===== config.mk =====
export PLATFORM = sky130hd
export DESIGN_NAME = pfb_stream_buffer
export DESIGN_NICKNAME = d
export VERILOG_FILES = /design/src/rtl/pfb_pkg.sv /design/src/rtl/pfb_head_check.sv /design/src/rtl/pfb_mem_issue.sv /design/src/rtl/pfb_stream_buffer.sv
export SDC_FILE = /design/constraint.sdc
export NUM_CORES = 1
export LEC_CHECK = 0
export ABC_AREA = 1
export BUFFER_PORTS_ARGS = -buffer_cell sky130_fd_sc_hd__buf_2
export CORE_MARGIN = 2
export CORE_UTILIZATION = 42
export CTS_CLUSTER_DIAMETER = 40
export DETAILED_ROUTE_END_ITERATION = 16
export PLACE_DENSITY = 0.62
export SLEW_MARGIN = 15
export SYNTH_ARGS = -nofsm -noshare
export SYNTH_HDL_FRONTEND = slang
export SYNTH_SLANG_ARGS = --single-unit

===== constraint.sdc =====
create_clock -name clk -period 2.69 [get_ports clk]
set_input_delay 0 -clock clk [delete_from_list [all_inputs] [get_ports clk]]
set_output_delay 0 -clock clk [all_outputs]
set_load 0.1 [all_outputs]

===== src/rtl/pfb_pkg.sv =====
package pfb_pkg;
    parameter int unsigned PFB_AW    = 16;
    parameter int unsigned PFB_LW    = 32;
    parameter int unsigned PFB_DEPTH = 2;

    typedef struct packed {
        logic              v;
        logic              p;
        logic [PFB_AW-1:0] a;
        logic [PFB_LW-1:0] d;
    } pfb_ent_t;
endpackage


===== src/rtl/pfb_head_check.sv =====
module pfb_head_check #(
    parameter int unsigned AW = 16
) (
    input  logic          clk,
    input  logic          rst_n,
    input  logic          lk_valid,
    input  logic [AW-1:0] lk_addr,
    input  logic          head_v,
    input  logic          head_p,
    input  logic [AW-1:0] head_a,
    output logic          pop,
    output logic          stall,
    output logic          restart
);
    logic match;

    always_comb begin
        match   = head_v && (head_a == lk_addr);
        pop     = lk_valid && match && !head_p;
        stall   = lk_valid && match && head_p;
        restart = lk_valid && !match;
    end

    // a lookup takes exactly one outcome
    assert_one_outcome_R2: assert property (@(posedge clk) disable iff (!rst_n)
        lk_valid |-> $countones({pop, stall, restart}) == 1);

    // a stalled lookup is still matching the queue head
    assert_stall_holds_head_R9: assert property (@(posedge clk) disable iff (!rst_n)
        stall |-> head_v);
endmodule


===== src/rtl/pfb_mem_issue.sv =====
module pfb_mem_issue #(
    parameter int unsigned AW = 16
) (
    input  logic          clk,
    input  logic          rst_n,
    input  logic          restart,
    input  logic [AW-1:0] restart_addr,
    input  logic          slot_free,
    output logic          mem_req_valid,
    output logic [AW-1:0] mem_req_addr,
    input  logic          mem_req_ready,
    input  logic          mem_rsp_valid,
    output logic          alloc_fire,
    output logic          rsp_accept
);
    typedef struct packed {
        logic          active;
        logic          outst;
        logic          discard;
        logic [AW-1:0] next_addr;
    } issue_t;

    issue_t q, d;
    logic   fire;

    always_comb begin
        d             = q;
        mem_req_valid = q.active && !q.outst && slot_free;
        mem_req_addr  = q.next_addr;
        fire          = mem_req_valid && mem_req_ready;
        rsp_accept    = mem_rsp_valid && q.outst && !q.discard;
        alloc_fire    = fire && !restart;

        if (mem_rsp_valid) begin
            d.outst   = 1'b0;
            d.discard = 1'b0;
        end
        if (fire) begin
            d.outst     = 1'b1;
            d.next_addr = q.next_addr + 1'b1;
        end
        if (restart) begin
            d.active    = 1'b1;
            d.next_addr = restart_addr + 1'b1;
            d.discard   = fire || (q.outst && !mem_rsp_valid);
        end
    end

    always_ff @(posedge clk) begin
        if (!rst_n) q <= '0;
        else        q <= d;
    end

    // input assumption, memory answers only an outstanding read
    assert_rsp_only_when_busy_R5: assert property (@(posedge clk) disable iff (!rst_n)
        mem_rsp_valid |-> q.outst);

    // an accepted request blocks the next one
    assert_single_outstanding_R5: assert property (@(posedge clk) disable iff (!rst_n)
        fire |=> !mem_req_valid);

    // addresses rise by one inside a stream
    assert_ascending_R11: assert property (@(posedge clk) disable iff (!rst_n)
        (fire && !restart) |=> (mem_req_addr == $past(mem_req_addr) + 1'b1));

    // nothing requested before the first lookup
    assert_idle_after_reset_R1: assert property (@(posedge clk) disable iff (!rst_n)
        !q.active |-> !mem_req_valid);
endmodule


===== src/rtl/pfb_stream_buffer.sv =====
module pfb_stream_buffer
    import pfb_pkg::*;
#(
    parameter int unsigned AW    = PFB_AW,
    parameter int unsigned LW    = PFB_LW,
    parameter int unsigned DEPTH = PFB_DEPTH
) (
    input  logic          clk,
    input  logic          rst_n,
    input  logic          lk_valid,
    input  logic [AW-1:0] lk_addr,
    output logic          lk_ack,
    output logic          lk_hit,
    output logic [LW-1:0] lk_data,
    output logic          fill_valid,
    output logic [AW-1:0] fill_addr,
    output logic [LW-1:0] fill_data,
    output logic          mem_req_valid,
    output logic [AW-1:0] mem_req_addr,
    input  logic          mem_req_ready,
    input  logic          mem_rsp_valid,
    input  logic [LW-1:0] mem_rsp_data
);
    typedef struct packed {
        pfb_ent_t [DEPTH-1:0] ent;
    } buf_t;

    buf_t q, d;
    logic pop, stall, restart;
    logic alloc_fire, rsp_accept, slot_free;
    logic [DEPTH-1:0] vld_vec, pend_vec;

    pfb_head_check #(.AW(AW)) u_head (
        .clk     (clk),
        .rst_n   (rst_n),
        .lk_valid(lk_valid),
        .lk_addr (lk_addr),
        .head_v  (q.ent[0].v),
        .head_p  (q.ent[0].p),
        .head_a  (q.ent[0].a),
        .pop     (pop),
        .stall   (stall),
        .restart (restart)
    );

    pfb_mem_issue #(.AW(AW)) u_issue (
        .clk          (clk),
        .rst_n        (rst_n),
        .restart      (restart),
        .restart_addr (lk_addr),
        .slot_free    (slot_free),
        .mem_req_valid(mem_req_valid),
        .mem_req_addr (mem_req_addr),
        .mem_req_ready(mem_req_ready),
        .mem_rsp_valid(mem_rsp_valid),
        .alloc_fire   (alloc_fire),
        .rsp_accept   (rsp_accept)
    );

    genvar g;
    generate
        for (g = 0; g < DEPTH; g++) begin : g_vec
            assign vld_vec[g]  = q.ent[g].v;
            assign pend_vec[g] = q.ent[g].v && q.ent[g].p;
        end
    endgenerate

    always_comb begin
        logic placed;
        d          = q;
        placed     = 1'b0;
        slot_free  = !q.ent[DEPTH-1].v;
        lk_ack     = lk_valid && !stall;
        lk_hit     = pop;
        lk_data    = q.ent[0].d;
        fill_valid = pop;
        fill_addr  = lk_addr;
        fill_data  = q.ent[0].d;

        if (pop) begin
            for (int i = 0; i < DEPTH - 1; i++) d.ent[i] = q.ent[i+1];
            d.ent[DEPTH-1] = '0;
        end
        if (restart) d.ent = '0;
        if (rsp_accept) begin
            for (int i = 0; i < DEPTH; i++) begin
                if (d.ent[i].v && d.ent[i].p) begin
                    d.ent[i].p = 1'b0;
                    d.ent[i].d = mem_rsp_data;
                end
            end
        end
        if (alloc_fire) begin
            for (int i = 0; i < DEPTH; i++) begin
                if (!d.ent[i].v && !placed) begin
                    placed     = 1'b1;
                    d.ent[i].v = 1'b1;
                    d.ent[i].p = 1'b1;
                    d.ent[i].a = mem_req_addr;
                    d.ent[i].d = '0;
                end
            end
        end
    end

    always_ff @(posedge clk) begin
        if (!rst_n) q <= '0;
        else        q <= d;
    end

    // with one read in flight at most one entry waits for data
    assert_one_pending_R5: assert property (@(posedge clk) disable iff (!rst_n)
        $countones(pend_vec) <= 1);

    // a restart leaves the queue empty
    assert_restart_clears_R3: assert property (@(posedge clk) disable iff (!rst_n)
        restart |=> (vld_vec == '0));

    // a hit removes the head, so the old second line becomes the head
    assert_hit_advances_R6: assert property (@(posedge clk) disable iff (!rst_n)
        (pop && q.ent[1].v) |=> (q.ent[0].a == $past(q.ent[1].a)));

    generate
        for (g = 1; g < DEPTH; g++) begin : g_chk
            // entries fill from the head without gaps
            assert_packed_fifo_R4: assert property (@(posedge clk) disable iff (!rst_n)
                q.ent[g].v |-> q.ent[g-1].v);
        end
    endgenerate
endmodule


**Word-level counts from Yosys, hierarchy flattened**

Cells that the tools add are included.

- Memories: 0
- Bits in read-only memories: 0
- Output and inout port bits: 100
- Latch bits: 0
- Input bits: 53
- Logic and storage cells: 64
- Bits in registers: 119
- Bits in writable memories: 0

- Mux-type cells: 19
- Shift-type cells: 0
- Bitwise logic cells: 0
- $mul: 0
- Divide/modulo/power cells: 0
- Reduce and logical (&&, ||, !) cells: 30
- Equality and inequality tests: 1
- Add/subtract/negate cells: 2
- Magnitude comparators: 0

Operators with widths:

| cell | count |
|---|---|
| $mux 100 | 3 |
| $mux 32 | 4 |
| $mux 50 | 1 |
| $mux 49 | 1 |
| $add 16x1->16 const B | 2 |
| $mux 17 | 1 |
| $eq 16x16->1 | 1 |
| $logic_and 1x1->1 | 16 |
| $mux 16 | 1 |
| $logic_not 1->1 | 10 |
| $mux 1 | 7 |
| $reduce_bool 2->1 | 3 |
| $mux 2 | 1 |
| $logic_or 1x1->1 | 1 |

**Longest topological paths before layout**

- Word-level depth: 12
- Depth in mapped cells: 20
- Depth with buffers taken out: 18

**By module**

A second synthesis with hierarchy kept.

- Cell total of the unflattened synthesis: 1191
- Area total of the unflattened synthesis: 7425.9 sq um

By module, submodules not included:

| module | cells an instance | sequential area each (sq um) | times used | area an instance (sq um) |
|---|---|---|---|---|
| pfb_stream_buffer | 821 | 2001.9 | 1 | 5402.7 |
| pfb_mem_issue | 288 | 380.4 | 1 | 1682.9 |
| pfb_head_check | 82 | 0.0 | 1 | 340.3 |

**Least setup slack after synthesis**

Ideal clock, no wire load.

- Path kind: reg2reg
- Start: register q[99] in the netlist's numbering
- End: register q[35] in the netlist's numbering
- Path buffers: 1
- Cell stages (with the launch flop): 10
- Setup time: 122 ps
- Path slack: -1051 ps
- Data arrival time: 3619 ps
- Required time: 2568 ps
- Period minus slack after synthesis: 3741 ps
- Path through: dfxtp_1 > nor3_1 > nand2_1 > nor2_2 > inv_2 > nor2_4 > nor2_2 > inv_2 > buf_2 > a21oi_1

- Word-level cells in the longest chain between the ends: 5
- Elaborated cells between the ends (all ways): 8
- Classes of those cells: 4 x mux; 4 x reduce/logical

Ends and longest elaborated chain:

| what | RTL line | source |
|---|---|---|
| from (decl) | pfb_stream_buffer.sv:28 | `buf_t q, d;` |
| from (signal assigned) | pfb_stream_buffer.sv:107 | `if (!rst_n) q <= '0;` |
| from (signal assigned) | pfb_stream_buffer.sv:108 | `else q <= d;` |
| $logic_not 1->1 | pfb_stream_buffer.sv:72 | `slot_free = !q.ent[DEPTH-1].v;` |
| $logic_and 1x1->1 | pfb_mem_issue.sv:28 | `mem_req_valid = q.active && !q.outst && slot_free;` |
| net mem_req_valid | pfb_stream_buffer.sv:18 | `output logic mem_req_valid,` |
| $logic_and 1x1->1 | pfb_mem_issue.sv:30 | `fire = mem_req_valid && mem_req_ready;` |
| $logic_and 1x1->1 | pfb_mem_issue.sv:32 | `alloc_fire = fire && !restart;` |
| $mux 100 | pfb_stream_buffer.sv:93 | `if (alloc_fire) begin` |

The timed path passes the listed nets, and every way through them passes these cells.
A chain may end at the register's enable or synchronous reset.

**Worst setup path after layout**

- Start: register q[36] in the netlist's numbering
- End: register u_issue.q (netlist bit u_issue.mem_req_addr[11])

- Word-level cells in the longest chain between the ends: 5
- Elaborated cells between the ends (all ways): 6
- Classes of those cells: 1 x eq/ne; 1 x mux; 4 x reduce/logical

Ends and longest elaborated chain:

| what | RTL line | source |
|---|---|---|
| $eq 16x16->1 * | pfb_head_check.sv:18 | `match = head_v && (head_a == lk_addr);` |
| $logic_and 1x1->1 * | pfb_head_check.sv:18 |  |
| $logic_not 1->1 * | pfb_head_check.sv:21 | `restart = lk_valid && !match;` |
| $logic_and 1x1->1 * | pfb_head_check.sv:21 |  |
| $mux 17 / $reduce_bool 2->1 (equally long branches) | n/a |  |
| to (signal assigned) | pfb_mem_issue.sv:50 | `if (!rst_n) q <= '0;` |
| to (signal assigned) | pfb_mem_issue.sv:51 | `else q <= d;` |
| to (decl) | pfb_mem_issue.sv:23 | `issue_t q, d;` |

Mark *: on every way between the ends. The rest lies on a longest branch, timed or not.

==> out/metrics.yaml <==
ir_drop_uv: 479
finalCritPeriodShare: 0.931
initial_utilization: 0.434
synth.net_count: 1085
wl_microns: 19400
wl_per_cell_microns: 14.6
max_cap_viol_count: 0
cts_buffer_depth: 2
drive_gt1_frac: 0.228
cp.arrival_ns: 2.87
n_antenna_cell: 0
dr.first_iter.drc_count: 527
drc_errors: 0
rsz0062_at_grt: "yes"
worst_skew_pair.late_latency_ns: 0.42
cts_buffers: 17
viasPerCell: 4.95
antenna_left: 0
cp-start-kind: "flop"
clkSinkCount: 119
grt_max_degree: 65
synth_edf_count: 0
critPathKind: "reg2reg"
syn-cell-area_sq_um: 6940
port_buffers: 152
postSynthAreaPerCell_sq_um: 6.73
nNetsFinal: 1160
max_freq_ghz: 0.399
slew_headroom: 0.603
power-per-cell-area_nw_per_um2: 658
clk_pin_slew_ns: 0.05
ys_warn_count: 0
worst-slew-pin-transition_ns: 0.596
cts_setup_buffers: 0
finalHoldViolCount: 0
clockRootBuffer: "clkbuf_16"
final_cells: 1332
ys.flop_type: "dfxtp_1"
dieArea_sq_um: 17600
cp_max_fo: 23
endpoint_kind: "flop"
cts_tree: "done"
fp.dieW_microns: 133
synth_async_sr_flop_share: 0
cp.required_ns: 3.06
setup_viol_count_final: 0
status: "finished, final reports clean"
grt_pass1_wl_microns: 31200
ys_ff_latch: 119
place_congestion: 0.892
timing.setup.tns_ns: 0
cts_htree_levels: 4
fp.dieH_microns: 133
ios: 153
syn_inst: 1031
num_vias: 6596
grt_overflow: 0
whs_ns: 0.0106
drv_slew: 0
min_path_type: "in2reg"
hpwl_microns: 12900
min_period_ns: 2.51
skew_ns: 0.00652
row_count: 46
mostFrequentLayoutCells: "nand2_1, nor2_1, buf_2"
ys_seq_area_frac: 0.343
drtPass1Iterations: 7
dpl.cell_count: 1269
core_area_sq_um: 16000
p_leak_nw: 3.79
area_growth_pct: 17.1
antenna_found_initial: 0
grt_pass1_vias: 6128
track_usage: 0.221
power_mw: 5.35
ys_types: 43
==> metal layers <==
layer | vias up | GRT usage | part of all wire
li1 | 3377 | - | -
met1 | 2991 | 0.297 | 0.47
met2 | 201 | 0.362 | 0.46
met3 | 27 | 0.0356 | 0.059
met4 | 0 | 0.0711 | 0.016
met5 | - | 0 | 0
==> kinds of logic after synthesis <==
logic type      synth area share
simple gates               0.290
buf+inv                    0.191
compound gates             0.170
flops                      0.343
xor+xnor                 0.00379
fa+ha+maj                0.00180
==> timing repair <==
action                                  4_1_cts  5_1_grt
endpoints found under the setup margin        0        5
hold buffers                                 33        0
gates resized for setup                       0        1
endpoints found under the hold margin        66        0
==> power breakdown <==
part	internal (mW)	total (mW)	switching [mW]	leakage, nW
Clock	1.53	2.34	0.810	0.289
Sequential	1.82	1.87	0.0514	0.968
Combinational	0.238	1.13	0.895	2.54
Total	3.59	5.35	1.76	3.79
==> layout make-up <==
| class | count | area, sq um |
|---|---|---|
| fillers | 1643 | 7880 |
| multi-input cells | 670 | 3260 |
| flip-flops and latches | 119 | 2380 |
| clock inverters | 8 | 123 |
| well taps | 216 | 270 |
| inverters | 95 | 359 |
| clock buffers | 21 | 480 |
| repair buffers | 203 | 1250 |
==> cell usage after synthesis (10+ instances only) <==
cell type	number	area [sq um]
o21ai_0	69	345
nor3_1	20	100
clkbuf_1	22	82.6
inv_1	81	304
buf_2	19	95.1
nand2_1	178	668
nand3_1	52	260
inv_2	11	41.3
nor2_1	180	676
buf_4	99	743
o21ai_1	32	160
dfxtp_1	119	2380
a211oi_2	18	225
nand4_1	10	62.6
a21oi_1	72	360
==> final timing paths <==
| kind | start | endpoint | slack, ns | cells past startpoint |
|---|---|---|---|---|
| min | mem_req_ready | u_issue.q[17] | 0.01 | 5 |
| min reg2reg | q[85] | q[85] | 0.47 | 2 |
| max reg2reg | q[36] | u_issue.mem_req_addr[11] | 0.18 | 14 |
| max | q[36] | u_issue.mem_req_addr[11] | 0.18 | 14 |
==> critical path: stages, from the launching register on <==
cell and delay, ns:
dfxtp_1 0.32, xnor2_1 0.28, nand3_1 0.13, nor2_2 0.17, nand3_4 0.12, buf_4 0.24, nand3_1 0.10, nand2_1 0.11
nor2_1 0.19, nand2_1 0.18, nor2_2 0.28, nand3_1 0.12, nand3_1 0.11, nand2_1 0.06, inv_1 0.05
==> metrics by stage <==
| step | utilization | setup slack, ns | instance area [sq um] |
|---|---|---|---|
| 2_1_floorplan | - | 0.137 | 6950 |
| 3_3_place_gp | 0.449 | 0.211 | 7180 |
| 3_5_place_dp | 0.449 | 0.208 | 7180 |
| 4_1_cts | 0.507 | 0.195 | 8110 |
| 5_1_grt | 0.508 | -0.0225 | 8130 |
| 6_report | 0.508 | 0.184 | 8130 |
==> flip-flops by register name, summed over array words and instances (netlist names) <==
name	cells
fill_data	32
q	68
u_issue.q	3
u_issue.mem_req_addr	16
(Power assumes the default switching activity.)
